**config.mk**
```make
export PLATFORM = sky130hd
export DESIGN_NAME = exc_ctrl
export DESIGN_NICKNAME = d
export VERILOG_FILES = /design/src/rtl/exc_pkg.sv /design/src/rtl/exc_arbiter.sv /design/src/rtl/exc_psr_build.sv /design/src/rtl/exc_ctrl.sv
export SDC_FILE = /design/constraint.sdc
export NUM_CORES = 1
export LEC_CHECK = 0
export ABC_CLOCK_PERIOD_IN_PS = 4000
export BUFFER_PORTS_ARGS = -buffer_cell sky130_fd_sc_hd__buf_4
export CAP_MARGIN = 30
export CORE_ASPECT_RATIO = 0.5
export CORE_MARGIN = 2
export CORE_UTILIZATION = 35
export CTS_CLUSTER_DIAMETER = 50
export DETAILED_ROUTE_END_ITERATION = 10
export PLACE_DENSITY = 0.77
export SYNTH_ARGS = -nofsm -noshare
export SYNTH_HDL_FRONTEND = slang
export SYNTH_SLANG_ARGS = --single-unit
```
**constraint.sdc**
```tcl
create_clock -name clk -period 4 [get_ports clk]
set_input_delay 0 -clock clk [delete_from_list [all_inputs] [get_ports clk]]
set_output_delay 0 -clock clk [all_outputs]
set_load 0.005 [all_outputs]
```
**src/rtl/exc_pkg.sv**
```systemverilog
package exc_pkg;

    localparam int MODE_W    = 5;
    localparam int BIT_T     = 5;
    localparam int BIT_F     = 6;
    localparam int BIT_I     = 7;
    localparam int NUM_KINDS = 7;
    localparam int KIND_W    = $clog2(NUM_KINDS);

    localparam logic [MODE_W-1:0] MODE_FAST  = 5'h11;
    localparam logic [MODE_W-1:0] MODE_NORM  = 5'h12;
    localparam logic [MODE_W-1:0] MODE_SUPV  = 5'h13;
    localparam logic [MODE_W-1:0] MODE_ABORT = 5'h17;
    localparam logic [MODE_W-1:0] MODE_UNDEF = 5'h1B;

    // Enumeration value is also the priority rank (0 = highest).
    typedef enum logic [KIND_W-1:0] {
        EK_RESET = 3'd0,
        EK_DABT  = 3'd1,
        EK_FIQ   = 3'd2,
        EK_IRQ   = 3'd3,
        EK_PABT  = 3'd4,
        EK_UNDEF = 3'd5,
        EK_SWI   = 3'd6
    } exc_kind_e;

    typedef enum logic [1:0] {
        ST_IDLE,
        ST_ENTER,
        ST_RETURN
    } ctl_state_e;

    function automatic logic [MODE_W-1:0] kind_mode(input exc_kind_e k);
        unique case (k)
            EK_RESET, EK_SWI: return MODE_SUPV;
            EK_DABT, EK_PABT: return MODE_ABORT;
            EK_FIQ:           return MODE_FAST;
            EK_IRQ:           return MODE_NORM;
            EK_UNDEF:         return MODE_UNDEF;
            default:          return MODE_SUPV;
        endcase
    endfunction

    function automatic logic [7:0] kind_vec_off(input exc_kind_e k);
        unique case (k)
            EK_RESET: return 8'h00;
            EK_UNDEF: return 8'h04;
            EK_SWI:   return 8'h08;
            EK_PABT:  return 8'h0C;
            EK_DABT:  return 8'h10;
            EK_IRQ:   return 8'h18;
            EK_FIQ:   return 8'h1C;
            default:  return 8'h00;
        endcase
    endfunction

endpackage

```
**src/rtl/exc_arbiter.sv**
```systemverilog
module exc_arbiter
    import exc_pkg::*;
(
    input  logic      rq_reset,
    input  logic      rq_dabort,
    input  logic      rq_fiq,
    input  logic      rq_irq,
    input  logic      rq_pabort,
    input  logic      rq_undef,
    input  logic      rq_swi,
    input  logic      irq_masked,
    input  logic      fiq_masked,
    output logic      win_valid,
    output exc_kind_e win_kind
);

    logic [NUM_KINDS-1:0] pend;

    // Pending vector, indexed by priority rank.
    always_comb begin
        pend            = '0;
        pend[EK_RESET]  = rq_reset;
        pend[EK_DABT]   = rq_dabort;
        pend[EK_FIQ]    = rq_fiq & ~fiq_masked;
        pend[EK_IRQ]    = rq_irq & ~irq_masked;
        pend[EK_PABT]   = rq_pabort;
        pend[EK_UNDEF]  = rq_undef;
        pend[EK_SWI]    = rq_swi;
    end

    // Scan from lowest to highest priority; the last hit wins.
    always_comb begin
        win_valid = |pend;
        win_kind  = EK_SWI;
        for (int i = NUM_KINDS - 1; i >= 0; i--) begin
            if (pend[i]) win_kind = exc_kind_e'(i[KIND_W-1:0]);
        end
    end

endmodule

```
**src/rtl/exc_psr_build.sv**
```systemverilog
module exc_psr_build
    import exc_pkg::*;
#(
    parameter int             PSR_W    = 32,
    parameter int             PC_W     = 32,
    parameter logic [PC_W-1:0] VEC_BASE = '0
) (
    input  exc_kind_e         kind,
    input  logic [PSR_W-1:0]  old_psr,
    output logic [PSR_W-1:0]  new_psr,
    output logic [MODE_W-1:0] new_mode,
    output logic [PC_W-1:0]   vector
);

    always_comb begin
        new_mode               = kind_mode(kind);
        vector                 = VEC_BASE + PC_W'(kind_vec_off(kind));
        new_psr                = old_psr;
        new_psr[MODE_W-1:0]    = new_mode;
        new_psr[BIT_T]         = 1'b0;
        new_psr[BIT_I]         = 1'b1;
        if (kind == EK_FIQ || kind == EK_RESET) new_psr[BIT_F] = 1'b1;
    end

endmodule

```
**src/rtl/exc_ctrl.sv**
```systemverilog
module exc_ctrl
    import exc_pkg::*;
#(
    parameter int             PSR_W    = 32,
    parameter int             PC_W     = 32,
    parameter logic [PC_W-1:0] VEC_BASE = '0
) (
    input  logic              clk,
    input  logic              rst_n,
    input  logic              rq_reset,
    input  logic              rq_dabort,
    input  logic              rq_fiq,
    input  logic              rq_irq,
    input  logic              rq_pabort,
    input  logic              rq_undef,
    input  logic              rq_swi,
    input  logic              rq_return,
    input  logic [PSR_W-1:0]  cur_psr,
    input  logic [PC_W-1:0]   cur_pc,
    input  logic [PSR_W-1:0]  saved_psr,
    input  logic [PC_W-1:0]   resume_pc,
    output logic              psr_we,
    output logic [PSR_W-1:0]  psr_wdata,
    output logic              pc_we,
    output logic [PC_W-1:0]   pc_wdata,
    output logic              lr_we,
    output logic              spsr_we,
    output logic [MODE_W-1:0] bank_mode,
    output logic [PC_W-1:0]   lr_wdata,
    output logic [PSR_W-1:0]  spsr_wdata
);

    ctl_state_e        state;
    exc_kind_e         kind_q;
    logic [PSR_W-1:0]  psr_q;
    logic [PC_W-1:0]   pc_q;

    logic              win_valid;
    exc_kind_e         win_kind;
    logic [PSR_W-1:0]  entry_psr;
    logic [MODE_W-1:0] entry_mode;
    logic [PC_W-1:0]   entry_vec;

    exc_arbiter arb_i (
        .rq_reset   (rq_reset),
        .rq_dabort  (rq_dabort),
        .rq_fiq     (rq_fiq),
        .rq_irq     (rq_irq),
        .rq_pabort  (rq_pabort),
        .rq_undef   (rq_undef),
        .rq_swi     (rq_swi),
        .irq_masked (cur_psr[BIT_I]),
        .fiq_masked (cur_psr[BIT_F]),
        .win_valid  (win_valid),
        .win_kind   (win_kind)
    );

    exc_psr_build #(
        .PSR_W    (PSR_W),
        .PC_W     (PC_W),
        .VEC_BASE (VEC_BASE)
    ) build_i (
        .kind     (kind_q),
        .old_psr  (psr_q),
        .new_psr  (entry_psr),
        .new_mode (entry_mode),
        .vector   (entry_vec)
    );

    // State register and captured operands.
    always_ff @(posedge clk or negedge rst_n) begin
        if (!rst_n) begin
            state  <= ST_IDLE;
            kind_q <= EK_RESET;
            psr_q  <= '0;
            pc_q   <= '0;
        end else begin
            unique case (state)
                ST_IDLE: begin
                    if (win_valid) begin            // exception beats return
                        state  <= ST_ENTER;
                        kind_q <= win_kind;
                        psr_q  <= cur_psr;
                        pc_q   <= cur_pc;
                    end else if (rq_return) begin
                        state  <= ST_RETURN;
                        psr_q  <= saved_psr;
                        pc_q   <= resume_pc;
                    end
                end
                ST_ENTER:  state <= ST_IDLE;
                ST_RETURN: state <= ST_IDLE;
                default:   state <= ST_IDLE;
            endcase
        end
    end

    // Outputs decoded from the state.
    always_comb begin
        psr_we     = 1'b0;
        pc_we      = 1'b0;
        lr_we      = 1'b0;
        spsr_we    = 1'b0;
        psr_wdata  = '0;
        pc_wdata   = '0;
        lr_wdata   = '0;
        spsr_wdata = '0;
        bank_mode  = '0;
        unique case (state)
            ST_IDLE: ;
            ST_ENTER: begin
                psr_we     = 1'b1;
                pc_we      = 1'b1;
                lr_we      = 1'b1;
                spsr_we    = 1'b1;
                psr_wdata  = entry_psr;
                pc_wdata   = entry_vec;
                lr_wdata   = pc_q;
                spsr_wdata = psr_q;
                bank_mode  = entry_mode;
            end
            ST_RETURN: begin
                psr_we     = 1'b1;
                pc_we      = 1'b1;
                psr_wdata  = psr_q;
                pc_wdata   = pc_q;
            end
            default: ;
        endcase
    end

endmodule

```
==> results_dict.tcl <==
set metrics [dict create \
    areaGrowthSynthToFinish_pct 83.6 \
    cp.depth 8 \
    critPathKind "input pin to flop" \
    placed_cell_area_um2 6290 \
    worst_pin_slew_ps 910 \
    grt_pass1_vias 4947 \
    fp.coreArea_um2 11700 \
    die_h_um 81.0 \
    setup_violations 0 \
    hold_class "input pin to flop" \
    pwr-share-clk_pct 22.7 \
    initial_utilization_pct 35.5 \
    regToRegSetupSlack_ps 1280 \
    antenna_found_initial 0 \
    max_stage_delay_ps 690 \
    switching_share_pct 32.2 \
    synth_fa_ha_area_share_pct 0.906 \
    gp_congestion 0.793 \
    cp-endpoint "psr_q[1]$_DFFE_PN0P_" \
    insertion_delay_ps 330 \
    status "finished clean" \
    seq_area_frac_synth_pct 41.7 \
    switching_power_uw 1150 \
    io_pins 275 \
    whs_ps 7.23 \
    die_w_um 158 \
    arrival_ps 3250 \
    pwr-share-comb_pct 47.7 \
    slew_violations 0 \
    p_per_area_nw_per_um2 468 \
    fin_setup_tns_ps 0 \
    nets 918 \
    syn-cell-area_um2 4150 \
    synth.distinct_cells 32 \
    synth_simple_gate_area_share_pct 31.9 \
    path_max_fanout 31 \
    cts_resized 0 \
    timing.fmax_mhz 334 \
    timing.rr.end "psr_q[5]$_DFFE_PN0P_" \
    hold_viol 0 \
    synth_seq_cells 69 \
    drv.max_cap_violation_count 0 \
    via_per_inst 5.17 \
    seq_power_share_pct 29.6 \
    synth_edf_count 0 \
    diodes 0 \
    cts_htree_levels 3 \
    portBuffers 274 \
    synthMuxAreaShare_pct 0.815 \
    min_from "resume_pc[3]" \
    clock_skew_ps 7.33 \
    p_leak_uw 0.00399 \
    clk_pin_slew_ps 60 \
    mostFrequentLayoutCell "buf_4" \
    cts_root_buf "clkbuf_16" \
    cts_max_path_buffers 2 \
    dp_hpwl_um 10700 \
    grt_setup_unrepaired "no" \
    final.setup.worst_slack_ps 1010 \
    grt_use_total_pct 26.1 \
    drt-total-wl_um 17200 \
    wl_per_cell_um 18.2 \
    synth_compound_area_share_pct 18.4 \
    grt_max_degree 73 \
    path_buf_inv 4 \
    crit_path_end_kind "flop" \
    grt_pass1_wl_um 25700 \
    r2r_start "state[0]$_DFFE_PN0P_" \
    syn_inst 429 \
    cp_cell_sequence "dlygate4sd3_1 -> buf_4 -> nor2b_1 -> or4_4 -> o21ai_4 -> buf_4 -> a221o_1 -> dlygate4sd3_1" \
    fin_crit_sh_pct 74.8 \
    cts_tree "yes" \
    synth_fp_nets 570 \
    synth_top_family_by_area "simple AND/OR/NAND/NOR gates" \
    slowest_stage "o21ai_4" \
    reg2regPathDepth 8 \
    rows 28 \
    clock_sinks 69 \
    peakVddDrop_mv 0.226 \
    worstSetupStartpointType "input pin" \
    async_flop_share_pct 100 \
    fin_crit_ps 2990 \
    gr-total-overflow 0 \
    finalInstanceArea_um2 7610 \
    maxSlewHeadroom_pct 39.3 \
    finish.utilization_pct 65.3 \
    drive_gt1_share_pct 39.5 \
    power.internal_uw 2410 \
    ant_nets 0 \
    drtPass1Iterations 4 \
    drc_errors 0 \
    crit_start "cur_psr[7]" \
    synth.avg_cell_area_um2 9.66 \
    ys.flop_type "dfrtp_1" \
    pre_cts_ws_ps 1560 \
    die_area_um2 12800 \
    critical-path-top-delay-family "buffers and inverters" \
    cts_buffers 9 \
    crit_required_ps 4260 \
    num_vias 4900 \
    mostFrequentLayoutCells "buf_4, dlygate4sd3_1, and3_1, dfrtp_1, and2_1" \
    ys.warnings.count 0 \
    detail_route.iter0.violations 216 \
    synth_xor_xnor_area_share_pct 0.211 \
]
==> cells in the mapped netlist, types with 2 or more instances <==
| master | count | area, µm² |
|---|---|---|
| a21oi_1 | 6 | 30.0 |
| a221o_1 | 64 | 641 |
| and2_1 | 66 | 413 |
| and3_1 | 94 | 588 |
| buf_2 | 6 | 30.0 |
| buf_4 | 3 | 22.5 |
| buf_6 | 5 | 56.3 |
| clkbuf_1 | 33 | 124 |
| dfrtp_1 | 69 | 1730 |
| ha_1 | 3 | 37.5 |
| inv_1 | 6 | 22.5 |
| mux2_2 | 3 | 33.8 |
| nand2_1 | 6 | 22.5 |
| nand3_1 | 4 | 20.0 |
| nor2_1 | 10 | 37.5 |
| nor2b_1 | 30 | 188 |
| nor3_1 | 2 | 10.0 |
| o21a_1 | 3 | 22.5 |
| o21ai_0 | 3 | 15.0 |
==> logic make-up after synthesis <==
family | count (synthesis)
simple gates | 217
mux | 3
buf+inv | 53
fa+ha+maj | 3
xor+xnor | 1
compound gates | 83
flops | 69
==> how the worst min path moves through the flow <==
stage                                  endpoint  slack [ps]  depth (start not counted)
after floorplan           kind_q[0]$_DFFE_PN0P_        -300                          0
after global placement     pc_q[26]$_DFFE_PN0P_         180                          1
after detailed placement   pc_q[28]$_DFFE_PN0P_         190                          1
after CTS                   pc_q[3]$_DFFE_PN0P_           1                          3
after global routing      psr_q[28]$_DFFE_PN0P_           7                          3
final                       pc_q[3]$_DFFE_PN0P_           7                          3
==> worst reg2reg max path, cell delays in order, from the launching register on <==
cell	delay (ps)
dfrtp_1	380
inv_1	100
ha_1	330
nand2_1	140
nor2_4	570
buf_16	250
and3_1	210
a221o_1	120
dlygate4sd3_1	540
==> per-layer routing <==
layer / track usage [%] / wire, µm / up-vias
li1: - / - / 2272
met1: 30.7 / 6730 / 2399
met2: 47.0 / 9010 / 196
met3: 6.30 / 1110 / 33
met4: 9.64 / 393 / 0
met5: 0 / 0 / -
==> state kept, by name, indices dropped and copies added (netlist names) <==
signal  flops
kind_q      3
state       2
psr_q      32
pc_q       32
==> power by group through the flow <==
stage | sequential (µW) | combinational, µW | clock [µW]
3_5_place_dp | 1050 | 1450 | 0
5_1_grt | 1080 | 1840 | 853
6_report | 1050 | 1700 | 808
3_3_place_gp | 1050 | 1400 | 0
4_1_cts | 1050 | 1680 | 818
2_1_floorplan | 984 | 742 | 0
==> area by class of cell <==
| type | instances | area, µm² |
|---|---|---|
| flip-flops and latches | 69 | 1730 |
| inverters | 6 | 22.5 |
| fillers | 943 | 4050 |
| repair buffers | 384 | 3170 |
| clock buffers | 10 | 239 |
| well taps | 165 | 206 |
| clock inverters | 6 | 62.6 |
| multi-input cells | 307 | 2190 |
==> metrics by stage <==
step | instances | power, µW
floorplan | 429 | 1730
global placement | 827 | 2450
detailed placement | 829 | 2500
CTS | 947 | 3540
global route | 947 | 3770
finish | 947 | 3560
==> timing repair <==
item                                   4_1_cts  5_1_grt
hold buffers                               102        0
endpoints found under the hold margin      134        0
buffers inserted                             0        0
No activity file was read; power rests on OpenSTA's default activity.
